File: src/rtl/lm_pkg.sv
// Shared types for the load-multiple sequencer.
// Assumes a single-outstanding read port and a power-of-two register file.
package lm_pkg;
    typedef enum logic [1:0] {
        ST_IDLE = 2'd0,
        ST_REQ  = 2'd1,
        ST_WAIT = 2'd2,
        ST_DONE = 2'd3
    } lm_state_e;
endpackage

File: src/rtl/lm_regwalk.sv
// Register index walker: holds the current destination register and the
// number of words still to load after the current one.
// Assumes load_i and adv_i are never high together.
module lm_regwalk #(
    parameter int IDX_W = 4
) (
    input  logic             clk,
    input  logic             rst_n,
    input  logic             load_i,
    input  logic [IDX_W-1:0] first_i,
    input  logic [IDX_W-1:0] last_i,
    input  logic             adv_i,
    output logic [IDX_W-1:0] cur_o,
    output logic             last_word_o
);
    logic [IDX_W-1:0] cur_q;
    logic [IDX_W-1:0] left_q;
    logic [IDX_W-1:0] end_q;

    // Track the current register and the words remaining after it.
    always_ff @(posedge clk) begin
        if (!rst_n) begin
            cur_q  <= '0;
            left_q <= '0;
            end_q  <= '0;
        end else if (load_i) begin
            cur_q  <= first_i;
            left_q <= last_i - first_i;
            end_q  <= last_i;
        end else if (adv_i && left_q != '0) begin
            cur_q  <= cur_q + 1'b1;
            left_q <= left_q - 1'b1;
        end
    end

    assign cur_o       = cur_q;
    assign last_word_o = (left_q == '0);


    end_reg_chk: assert property (@(posedge clk) disable iff (!rst_n)
        last_word_o |-> (cur_o == end_q));

    single_word_chk: assert property (@(posedge clk) disable iff (!rst_n)
        (load_i && first_i == last_i) |=> last_word_o);
endmodule

File: src/rtl/lm_addrgen.sv
// Word address generator: captures the start address masked to the chosen
// width, then steps by one word per advance, wrapping within that width.
// Assumes NARROW_W < WIDE_W <= ADDR_W <= 64.
module lm_addrgen #(
    parameter int ADDR_W     = 32,
    parameter int NARROW_W   = 24,
    parameter int WIDE_W     = 31,
    parameter int WORD_BYTES = 4
) (
    input  logic              clk,
    input  logic              rst_n,
    input  logic              load_i,
    input  logic              wide_i,
    input  logic [ADDR_W-1:0] base_i,
    input  logic              adv_i,
    output logic [ADDR_W-1:0] addr_o
);
    localparam logic [ADDR_W-1:0] NARROW_MASK = ADDR_W'((64'd1 << NARROW_W) - 64'd1);
    localparam logic [ADDR_W-1:0] WIDE_MASK   = ADDR_W'((64'd1 << WIDE_W) - 64'd1);
    localparam logic [ADDR_W-1:0] STEP        = ADDR_W'(WORD_BYTES);

    logic [ADDR_W-1:0] addr_q;
    logic [ADDR_W-1:0] mask_q;
    logic [ADDR_W-1:0] load_mask;

    // Pick the address mask for the requested mode.
    always_comb load_mask = wide_i ? WIDE_MASK : NARROW_MASK;

    // Hold the current address and step it per word.
    always_ff @(posedge clk) begin
        if (!rst_n) begin
            addr_q <= '0;
            mask_q <= NARROW_MASK;
        end else if (load_i) begin
            addr_q <= base_i & load_mask;
            mask_q <= load_mask;
        end else if (adv_i) begin
            addr_q <= (addr_q + STEP) & mask_q;
        end
    end

    assign addr_o = addr_q;


    addr_range_chk: assert property (@(posedge clk) disable iff (!rst_n)
        (addr_o & ~WIDE_MASK) == '0);

    word_align_keep_chk: assert property (@(posedge clk) disable iff (!rst_n)
        adv_i |=> (addr_o[1:0] == $past(addr_o[1:0])));
endmodule

File: src/rtl/lm_ctrl.sv
// Control state machine: idle, issue request, wait for data, signal done.
// Assumes the responder returns exactly one rd_valid per accepted request.
module lm_ctrl (
    input  logic clk,
    input  logic rst_n,
    input  logic start_i,
    input  logic rd_ready_i,
    input  logic rd_valid_i,
    input  logic last_word_i,
    output logic load_o,
    output logic adv_o,
    output logic rd_req_o,
    output logic we_o,
    output logic busy_o,
    output logic done_o
);
    import lm_pkg::*;

    lm_state_e state_q, state_d;

    // Next-state selection.
    always_comb begin
        state_d = state_q;
        unique case (state_q)
            ST_IDLE: if (start_i)    state_d = ST_REQ;
            ST_REQ:  if (rd_ready_i) state_d = ST_WAIT;
            ST_WAIT: if (rd_valid_i) state_d = last_word_i ? ST_DONE : ST_REQ;
            ST_DONE:                 state_d = ST_IDLE;
            default:                 state_d = ST_IDLE;
        endcase
    end

    // State register.
    always_ff @(posedge clk) begin
        if (!rst_n) state_q <= ST_IDLE;
        else        state_q <= state_d;
    end

    // Output decode.
    always_comb begin
        load_o   = (state_q == ST_IDLE) && start_i;
        we_o     = (state_q == ST_WAIT) && rd_valid_i;
        adv_o    = we_o;
        rd_req_o = (state_q == ST_REQ);
        busy_o   = (state_q != ST_IDLE);
        done_o   = (state_q == ST_DONE);
    end


    done_pulse_chk: assert property (@(posedge clk) disable iff (!rst_n)
        done_o |=> !done_o && !busy_o);

    done_after_write_chk: assert property (@(posedge clk) disable iff (!rst_n)
        we_o && last_word_i |=> done_o);

    single_outstanding_chk: assert property (@(posedge clk) disable iff (!rst_n)
        (rd_req_o && rd_ready_i) |=> !rd_req_o);

    busy_start_chk: assert property (@(posedge clk) disable iff (!rst_n)
        (busy_o && start_i) |-> !load_o);
endmodule

File: src/rtl/lm_sequencer.sv
// Top of the load-multiple sequencer: loads registers first..last (mod 16)
// from consecutive words starting at a pre-formed byte address.
// Assumes the read port accepts via rd_ready_i and answers via rd_valid_i.
module lm_sequencer #(
    parameter int ADDR_W     = 32,
    parameter int DATA_W     = 32,
    parameter int IDX_W      = 4,
    parameter int NARROW_W   = 24,
    parameter int WIDE_W     = 31,
    parameter int WORD_BYTES = 4
) (
    input  logic              clk,
    input  logic              rst_n,
    input  logic              start_i,
    input  logic [IDX_W-1:0]  first_reg_i,
    input  logic [IDX_W-1:0]  last_reg_i,
    input  logic [ADDR_W-1:0] base_addr_i,
    input  logic              wide_i,
    output logic              busy_o,
    output logic              done_o,
    output logic              rd_req_o,
    output logic [ADDR_W-1:0] rd_addr_o,
    input  logic              rd_ready_i,
    input  logic              rd_valid_i,
    input  logic [DATA_W-1:0] rd_data_i,
    output logic              rf_we_o,
    output logic [IDX_W-1:0]  rf_waddr_o,
    output logic [DATA_W-1:0] rf_wdata_o
);
    logic load, adv, last_word;

    lm_ctrl u_ctrl (
        .clk         (clk),
        .rst_n       (rst_n),
        .start_i     (start_i),
        .rd_ready_i  (rd_ready_i),
        .rd_valid_i  (rd_valid_i),
        .last_word_i (last_word),
        .load_o      (load),
        .adv_o       (adv),
        .rd_req_o    (rd_req_o),
        .we_o        (rf_we_o),
        .busy_o      (busy_o),
        .done_o      (done_o)
    );

    lm_regwalk #(.IDX_W(IDX_W)) u_walk (
        .clk         (clk),
        .rst_n       (rst_n),
        .load_i      (load),
        .first_i     (first_reg_i),
        .last_i      (last_reg_i),
        .adv_i       (adv),
        .cur_o       (rf_waddr_o),
        .last_word_o (last_word)
    );

    lm_addrgen #(
        .ADDR_W     (ADDR_W),
        .NARROW_W   (NARROW_W),
        .WIDE_W     (WIDE_W),
        .WORD_BYTES (WORD_BYTES)
    ) u_addr (
        .clk    (clk),
        .rst_n  (rst_n),
        .load_i (load),
        .wide_i (wide_i),
        .base_i (base_addr_i),
        .adv_i  (adv),
        .addr_o (rd_addr_o)
    );

    // Returned data goes straight to the register file.
    assign rf_wdata_o = rd_data_i;


    write_on_data_chk: assert property (@(posedge clk) disable iff (!rst_n)
        rf_we_o |-> rd_valid_i && busy_o && !rd_req_o);

    req_hold_chk: assert property (@(posedge clk) disable iff (!rst_n)
        (rd_req_o && !rd_ready_i) |=> rd_req_o && $stable(rd_addr_o));
endmodule

File: config.mk
export PLATFORM = sky130hd
export DESIGN_NAME = lm_sequencer
export DESIGN_NICKNAME = d
export VERILOG_FILES = /design/src/rtl/lm_pkg.sv /design/src/rtl/lm_regwalk.sv /design/src/rtl/lm_addrgen.sv /design/src/rtl/lm_ctrl.sv /design/src/rtl/lm_sequencer.sv
export SDC_FILE = /design/constraint.sdc
export NUM_CORES = 1
export LEC_CHECK = 0
export ABC_CLOCK_PERIOD_IN_PS = 3500
export CAP_MARGIN = 0
export CORE_UTILIZATION = 44
export DETAILED_ROUTE_END_ITERATION = 7
export PLACE_DENSITY = 0.88
export SLEW_MARGIN = 20
export SYNTH_ARGS = -nofsm -noshare
export SYNTH_HDL_FRONTEND = slang
export SYNTH_HIERARCHICAL = 1
export SYNTH_SLANG_ARGS = --single-unit
File: constraint.sdc
create_clock -name clk -period 3.5 [get_ports clk]
set_input_delay 0.35 -clock clk [delete_from_list [all_inputs] [get_ports clk]]
set_output_delay 0.35 -clock clk [all_outputs]
set_load 0.01 [all_outputs]
; ---- After elaboration in Yosys (flattened, before gate mapping)
; Cells that the tools add are included.
[totals]
input_bits = 78
reg_bits = 74
wordCells = 39
[classes]
n_addsub = 4
n_bitwise = 2
n_eq_ne = 6
n_mux = 12
n_reduce_logical = 10
[op_table]
columns = cell, n
row1 = 32-bit bitwise AND, 2
row2 = 32-bit 2-to-1 mux, 2
row3 = "32-bit by 3-bit adder with 32-bit output, second input constant", 1
row4 = 31-bit 2-to-1 mux, 1
row5 = 4-bit 2-to-1 mux, 4
row6 = 2-bit 2-to-1 mux, 4
row7 = 2-bit one-hot mux with 4 select lines, 1
row8 = 2-bit nonzero test, 3
row9 = "4-bit by 1-bit adder with 4-bit output, second input constant", 1
row10 = "2-bit == test, second input constant", 2
row11 = 4-bit zero test, 1
row12 = "2-bit != test, second input constant", 2
row13 = 4-bit nonzero test, 1
row14 = "4-bit by 1-bit subtractor with 4-bit output, second input constant", 1
row15 = 4-bit subtractor, 1
row16 = 1-bit logical AND, 3
row17 = 3-bit AND reduction, 1
row18 = "2-bit by 1-bit == test with 1-bit output, second input constant", 1
row19 = 2-bit zero test, 1
row20 = "2-bit by 1-bit != test with 1-bit output, second input constant", 1

; ---- Logic depth before layout (Yosys ltp)
; Gate-level depths: netlist of run 1.
[logic_depth]
word_depth = 5
depth_mapped = 8

; ---- Hierarchy
; Netlist of run 1, hierarchy kept.
[by_module_without_submodules]
columns = module, instances, cells_per_inst, area_each_um2
row1 = lm_addrgen, 1, 239, 1960.6
row2 = lm_regwalk, 1, 72, 586.8
row3 = lm_sequencer, 1, 32, 240.2
row4 = lm_ctrl, 1, 18, 138.9

; ---- Worst setup path before layout of run 1
; No wires, ideal clock.
[synth_path]
path_kind = register to register
startpoint = register u_ctrl.state_q[1]
endpoint = register u_addr.addr_q[22], in the netlist u_addr/addr_o[22]
stages_incl_launch_ff = 8
path_slack_ns = 1.384
synth_period_minus_slack_ns = 2.116
n_path_buf = 2
setup_ns = 0.122
arrival_ns = 1.995
cell_sequence = dfxtp_1 > nor3b_1 > clkbuf_2 > nand4_1 > or4_1 > buf_2 > o21a_1 > o311a_1
[synth_via]
elab_chain_len = 3
word_cells_on_any_way = 6
cone_classes = eq/ne (1) / mux (1) / reduce/logical (4)
[synth_rtl]
columns = item, line
row1 = from (decl), lm_ctrl.sv:19  ; lm_state_e state_q, state_d;
row2 = from (signal assigned), lm_ctrl.sv:36  ; else state_q <= state_d;
row3 = 2-bit == test, lm_ctrl.sv:42  ; we_o = (state_q == ST_WAIT) && rd_valid_i;
row4 = 1-bit logical AND, lm_ctrl.sv:42
row5 = named net adv, lm_sequencer.sv:30  ; logic load, adv, last_word;
row6 = 2-bit nonzero test (no line), n/a
row7 = to (signal assigned), lm_addrgen.sv:35  ; addr_q <= base_i & load_mask;
row8 = to (signal assigned), lm_addrgen.sv:38  ; addr_q <= (addr_q + STEP) & mask_q;
row9 = to (decl), lm_addrgen.sv:22  ; logic [ADDR_W-1:0] addr_q;
; The timed path passes the listed nets, and every way through them passes these cells.
; A chain may end at the register's enable or synchronous reset.

; ---- Worst setup path after layout of run 1
[layout_path]
startpoint = input rd_valid_i
endpoint = output rf_we_o
[layout_via]
elab_chain_len = 1
[layout_rtl]
columns = item, line
row1 = from (decl), lm_sequencer.sv:24  ; input logic rd_valid_i,
row2 = 1-bit logical AND, lm_ctrl.sv:42
row3 = to (decl), lm_sequencer.sv:26  ; output logic rf_we_o,
; Every way passes these cells.

==> results of run 1 <==
-- layout by cell type (no fill, tap or decap), types with 9 or more instances in the layout --
cell,count
inv_1,15
nand4_1,11
nand3_1,15
nand2_1,20
dfxtp_1,42
nor2_1,10
and3_1,9
o21ai_0,30
a21oi_1,10
a31oi_1,10
nor3_1,16
clkdlybuf4s50_1,83
-- worst paths after layout --
path                          start           endpoint  slack (ns)
setup / recovery         rd_valid_i            rf_we_o        0.99
hold / removal     u_walk/left_q[1]   u_walk/left_q[1]        0.52
setup reg to reg  u_ctrl/state_q[1]  u_addr/addr_o[17]        1.18
hold reg to reg    u_walk/left_q[1]   u_walk/left_q[1]        0.52
-- worst register-to-register path, cell delays in order (launching register included) --
cell     delay (ns)
dfxtp_1        0.43
nor3b_2        0.36
nand3_1        0.39
or4_1          0.58
or3_1          0.33
a31oi_1        0.18
-- power by group through the flow --
stage | Clock (mW) | Combinational, mW | Sequential (mW)
after CTS | 0.334 | 0.345 | 0.581
after detailed placement | 0 | 0.343 | 0.593
after floorplan | 0 | 0.213 | 0.596
after global routing | 0.355 | 0.376 | 0.591
after global placement | 0 | 0.334 | 0.589
final | 0.322 | 0.345 | 0.581
-- kinds of logic after synthesis --
| group | synth area share |
|---|---|
| xor gates and xnor gates | 0.0389 |
| DFF | 0.287 |
| and+or+nand+nor | 0.274 |
| adders and majority gates | 0.0325 |
| muxes | 0.0205 |
| AOI/OAI and AO/OA | 0.195 |
| other | 0.00128 |
| buffers and inverters | 0.150 |
-- state kept, by name, indices dropped and copies added, names as in the netlist --
signal          cells
u_ctrl/state_q      2
u_addr/addr_o      31
u_walk/cur_o        4
u_addr/mask_q       1
u_walk/left_q       4
-- area by class of cell --
| cell class | instances | area (um2) | share of cell area |
|---|---|---|---|
| Clock buffer | 5 | 68.8 | 0.0190 |
| Clock inverter | 3 | 21.3 | 0.00589 |
| Inverter | 16 | 60.1 | 0.0166 |
| Multi-Input combinational cell | 248 | 1660 | 0.459 |
| Sequential cell | 42 | 841 | 0.233 |
| Tap cell | 77 | 96.3 | 0.0267 |
| Timing Repair Buffer | 88 | 868 | 0.240 |
-- routing by layer --
layer,track usage,vias up
met2,0.360,85
met1,0.238,1313
li1,-,1363
met3,0.0682,9
met4,0.0693,0
met5,0,-
==> flow_summary.json, run 1 <==
{
  "run_status": "completed",
  "portion_of_synthesized_cell_area_occupied_by_the_leading_cell_type": 0.287,
  "core_area_mm2": 0.00639,
  "antenna_found_initial": 0,
  "gr-usage-all-layers": 0.207,
  "slew_violations": 0,
  "wire_length_of_the_first_global_routing_pass_mm": 11.9,
  "detail_route.wl_per_cell_um": 15.2,
  "clk-insertion-delay-late_ns": 0.30,
  "cp_slowest_cell": "clkdlybuf4s50_1",
  "post-place-cells": 471,
  "gp_congestion": 0.794,
  "remaining_drc_errors": 0,
  "initial_utilization": 0.458,
  "dominant_cell_by_count_in_the_synthesized_netlist": "dfxtp_1",
  "diodes": 0,
  "final-setup-viol-count": 0,
  "die-height_um": 83.6,
  "cp.buffers_inverters": 4,
  "power_frac_comb": 0.277,
  "total_number_of_cells_along_the_worst_setup_path": 5,
  "worst_hold_slack_ns": 0.524,
  "fin_area_mm2": 0.00361,
  "critical_path_required_ns": 3.15,
  "yosys_warnings": 6,
  "ios": 150,
  "number_of_fillers_in_the_final_layout": 569,
  "critical_path.cell_chain": "clkdlybuf4s50_1 -> inv_1 -> nor3b_2 -> buf_4 -> clkdlybuf4s50_1",
  "timing_worst_slew_pin_value_ns": 0.898,
  "area_growth_syn_to_layout_pct": 23.5,
  "worst_hold_path.num_cells": 2,
  "metal_1_wl_mm": 3.13,
  "cts-root-buf": "clkbuf_8",
  "die_w_um": 83.6,
  "worst_ir_drop_vdd_v": 0.000211,
  "relSlewSlack": 0.401,
  "worst-path-max-fanout": 26,
  "synth_fp_nets": 446,
  "detail_route.vias_per_cell": 5.78,
  "dpl_cell_area_mm2": 0.00352,
  "ant_nets": 0,
  "fin_skew_ns": 0.0114,
  "synth.cell_area_mm2": 0.00293,
  "pwr-share-clk": 0.258,
  "number_of_synthesized_flops_with_an_enable_pin": 0,
  "tritoncts_num_sinks": 42,
  "ys_seq_area_frac": 0.287,
  "setup_slack_ns": 0.992,
  "finalNetCount": 486,
  "register_bit_count_reported_by_yosys": 42,
  "synth_async_sr_flop_share": 0,
  "timing.critical_path.mode_cell": "clkdlybuf4s50_1",
  "finalPower_mw": 1.25,
  "cts_tree": "built",
  "synth-main-ff-cell": "dfxtp_1",
  "grt_overflow_total": 0,
  "ctsHtreeMaxLevel": 2,
  "critPathCaptureType": "primary output",
  "syn_area_per_cell_um2": 8.11,
  "hold_path.class": "register to register",
  "synth_cell_types": 59,
  "grt_setup_unrepaired": "no",
  "detailed_route_wire_length_mm": 7.29,
  "largest_net_degree_at_the_start_of_global_routing": 35,
  "cpPeakStageDelay_ns": 0.59,
  "p_int_uw": 852,
  "cts-root-to-sink-buffers": 2,
  "final_cell_count_no_fill": 479,
  "finalCritPeriodShare": 0.717,
  "timing.final.hold_violations": 0,
  "cts.hold.buffers_added": 0,
  "drt_first_iter_violations": 132,
  "worstSetupPathType": "primary input to primary output",
  "cts_setup_buffers": 0,
  "fp.dieArea_mm2": 0.00698,
  "vias": 2770,
  "power.switching_fraction": 0.318,
  "fmaxAchievable_mhz": 399,
  "cap_viol_max_count": 0,
  "leakage_nw": 1.34,
  "top_layer_used": "met4",
  "reg_clk_slew_reported_paths_ns": 0.08,
  "drt_first_pass_iters": 4,
  "cell_family_contributing_the_most_delay_on_the_critical_path": "buffers and inverters",
  "switching_power_uw": 396,
  "std_cell_rows": 29,
  "power_per_cell_area_mw_per_mm2": 346,
  "met2_wirelength_mm": 3.57,
  "synth_cells": 361,
  "io_buffer_count": 83,
  "cts-resized-gates": 0,
  "dr_wl_met3_um": 533,
  "dp.final_hpwl_mm": 5.24,
  "ys_top_cells_by_count": "dfxtp_1 (42), buf_4 (34), o21ai_0 (30)",
  "setup_tns_final_ns": 0,
  "final_util": 0.566,
  "setup.worst_path.start_class": "primary input",
  "pre_cts_ws_ns": 0.759,
  "worst_ep_arrival_time_ns": 2.16,
  "power.sequential.fraction": 0.465,
  "synth_largest_area_cell": "dfxtp_1",
  "cts_made_buffers": 5,
  "synth.top_cells.by_area": "dfxtp_1 (29%), buf_4 (8.7%), o21ai_0 (5.1%), nor3_1 (2.7%), ha_1 (2.6%)",
  "worst-r2r-cell-count": 5,
  "grt_pass1_vias": 2600,
  "layout-drive-gt1-share": 0.0622,
  "min_clock_period_post_route_ns": 2.51
}
(Power assumes the default switching activity.)
==> run 2, diff against run 1 <==
Settings changed: ABC_CLOCK_PERIOD_IN_PS 3500 to 2500, CORE_UTILIZATION 44 to 41, PLACE_DENSITY 0.88 to 0.82.
Clock period 3.5 ns to 2.5 ns, I/O delays scaled along.
==> run 2 against run 1 <==
- via count about the same
- final cell count increased by 4.8%
- non-clock buffer count increased by 5
- sequential power increased by 40%
- setup slack got worse by 0.85 ns
- clock power increased by 70%
- count of clock-buffer cells in the layout increased by 1
- sequential cell count unchanged
- first-iteration DRC count decreased by 23%
- die area increased by 7.1%
- critical endpoint unchanged
- largest power group unchanged
==> flow_summary.json, run 2 (synthesis gave the netlist of run 1 again) <==
{
  "run_status": "completed",
  "layout-drive-gt1-share": 0.0714,
  "mostFrequentLayoutCells": "clkdlybuf4s50_1 (83), dfxtp_1 (42), o21ai_0 (30)",
  "cts_made_buffers": 5,
  "worst_ir_drop_vdd_v": 0.000391,
  "timing.rr.start": "u_ctrl/state_q[1]",
  "fmaxAchievable_mhz": 424,
  "cts_setup_buffers": 0,
  "cts-root-buf": "clkbuf_8",
  "std_cell_rows": 30,
  "finalNetCount": 491,
  "drt_first_iter_violations": 102,
  "gp_congestion": 0.870,
  "largest_register_ffs": 31,
  "critical_path_required_ns": 2.25,
  "drt_first_pass_iters": 4,
  "tritoncts_num_sinks": 42,
  "leakage_nw": 1.38,
  "cts-root-to-sink-buffers": 2,
  "cp_slowest_cell": "clkdlybuf4s50_1",
  "timing_worst_slew_pin_value_ns": 0.922,
  "hold_path.class": "primary input to primary output",
  "grt_pass1_vias": 2656,
  "fin_skew_ns": 0.00346,
  "cts_tree": "built",
  "setup.worst_path.start_class": "primary input",
  "worst-path-max-fanout": 25,
  "detailed_route_wire_length_mm": 7.24,
  "worst_ep_arrival_time_ns": 2.11,
  "power_per_cell_area_mw_per_mm2": 501,
  "core_area_mm2": 0.00683,
  "vias": 2769,
  "cap_viol_max_count": 0,
  "detail_route.wl_per_cell_um": 14.4,
  "cts.hold.buffers_added": 0,
  "fp.dieArea_mm2": 0.00748,
  "initial_utilization": 0.428,
  "worst_hold_slack_ns": 0.500,
  "io_buffer_count": 83,
  "relSlewSlack": 0.385,
  "setup.worst_path.start": "rd_valid_i",
  "grt_setup_unrepaired": "no",
  "min_clock_period_post_route_ns": 2.36,
  "setup_tns_final_ns": 0,
  "worstSetupEndpoint": "rf_we_o",
  "wire_length_of_the_first_global_routing_pass_mm": 11.4,
  "dp.final_hpwl_mm": 5.21,
  "detail_route.vias_per_cell": 5.52,
  "crit-reg2reg-capture": "u_addr/addr_o[20]",
  "timing.critical_path.mode_cell": "clkdlybuf4s50_1",
  "largest_net_degree_at_the_start_of_global_routing": 35,
  "reg2reg_slack_ns": 0.40,
  "cpPeakStageDelay_ns": 0.60,
  "critical_path.cell_chain": "clkdlybuf4s50_1 -> inv_1 -> nor3b_2 -> buf_4 -> clkdlybuf4s50_1",
  "ant_nets": 0,
  "die_w_um": 86.5,
  "grt_overflow_total": 0,
  "critPathCaptureType": "primary output",
  "ios": 150,
  "die-height_um": 86.5,
  "slew_violations": 0,
  "final-setup-viol-count": 0,
  "worst-r2r-cell-count": 5,
  "diodes": 0,
  "worstSetupPathType": "primary input to primary output",
  "remaining_drc_errors": 0,
  "ctsHtreeMaxLevel": 2,
  "cts-resized-gates": 0,
  "area_growth_syn_to_layout_pct": 26.3,
  "layout_commonest_cell": "clkdlybuf4s50_1",
  "timing.final.hold_violations": 0,
  "antenna_found_initial": 0,
  "finalCritPeriodShare": 0.944,
  "gr-usage-all-layers": 0.190,
  "clk-insertion-delay-late_ns": 0.29
}
-- run 2: cell count changes in the layout (fill, tap and decap cells not counted), sizes merged --
| cell | previous run | this run |
|---|---|---|
| clkinvlp | 1 | 0 |
| bufinv | 0 | 1 |
| buf | 5 | 10 |
| clkinv | 2 | 0 |
| clkbuf | 5 | 6 |
-- run 2: area by class of cell --
class / instances / area, um2
clock inverter: 1 / 30.0
multi-input combinational: 248 / 1660
fill: 657 / 3130
tap: 96 / 120
sequential: 42 / 841
clock buffer: 6 / 82.6
inverter: 16 / 60.1
timing repair buffer: 93 / 906
-- run 2: power breakdown --
part	internal [mW]	total [mW]	switching, mW
clock	0.320	0.547	0.227
sequential	0.732	0.813	0.0811
combinational	0.268	0.491	0.223
total	1.32	1.85	0.532
-- run 2: how the worst min path moves through the flow --
| stage | start | endpoint | slack (ns) | depth (start not counted) |
|---|---|---|---|---|
| 6_report | rd_data_i[11] | rf_wdata_o[11] | 0.50 | 0 |
| 5_1_grt | rd_data_i[17] | rf_wdata_o[17] | 0.50 | 0 |
| 4_1_cts | rd_data_i[12] | rf_wdata_o[12] | 0.50 | 0 |
| 3_5_place_dp | rd_data_i[12] | rf_wdata_o[12] | 0.50 | 0 |
| 3_3_place_gp | u_walk/cur_o[3] | u_walk/cur_o[3] | 0.49 | 2 |
| 2_1_floorplan | rst_n | u_ctrl/state_q[1] | 0.37 | 1 |
-- run 2: metrics by stage --
| stage | cell area [um2] | std cells | total power, mW | util | setup WS, ns |
|---|---|---|---|---|---|
| after global routing | 3700 | 502 | 1.95 | 0.541 | 0.0281 |
| final | 3700 | 502 | 1.85 | 0.541 | 0.140 |
| after CTS | 3700 | 502 | 1.86 | 0.541 | 0.129 |
| after detailed placement | 3580 | 495 | 1.32 | 0.525 | 0.0492 |
| after floorplan | 2930 | 361 | 1.13 | - | 0.384 |
| after global placement | 3580 | 495 | 1.30 | 0.525 | 0.0684 |
-- run 2: critical path: cells and delay by family --
kind	cells	cell delay (ns)
buffers and inverters	4	1.50
AND/OR/NAND/NOR	1	0.36
-- run 2: layer usage --
layer / vias to the layer above / track usage / routed length (um)
met5: - / 0 / 0
met4: 0 / 0.0621 / 101
met3: 10 / 0.0533 / 536
met2: 108 / 0.343 / 3460
met1: 1280 / 0.215 / 3140
li1: 1371 / - / -
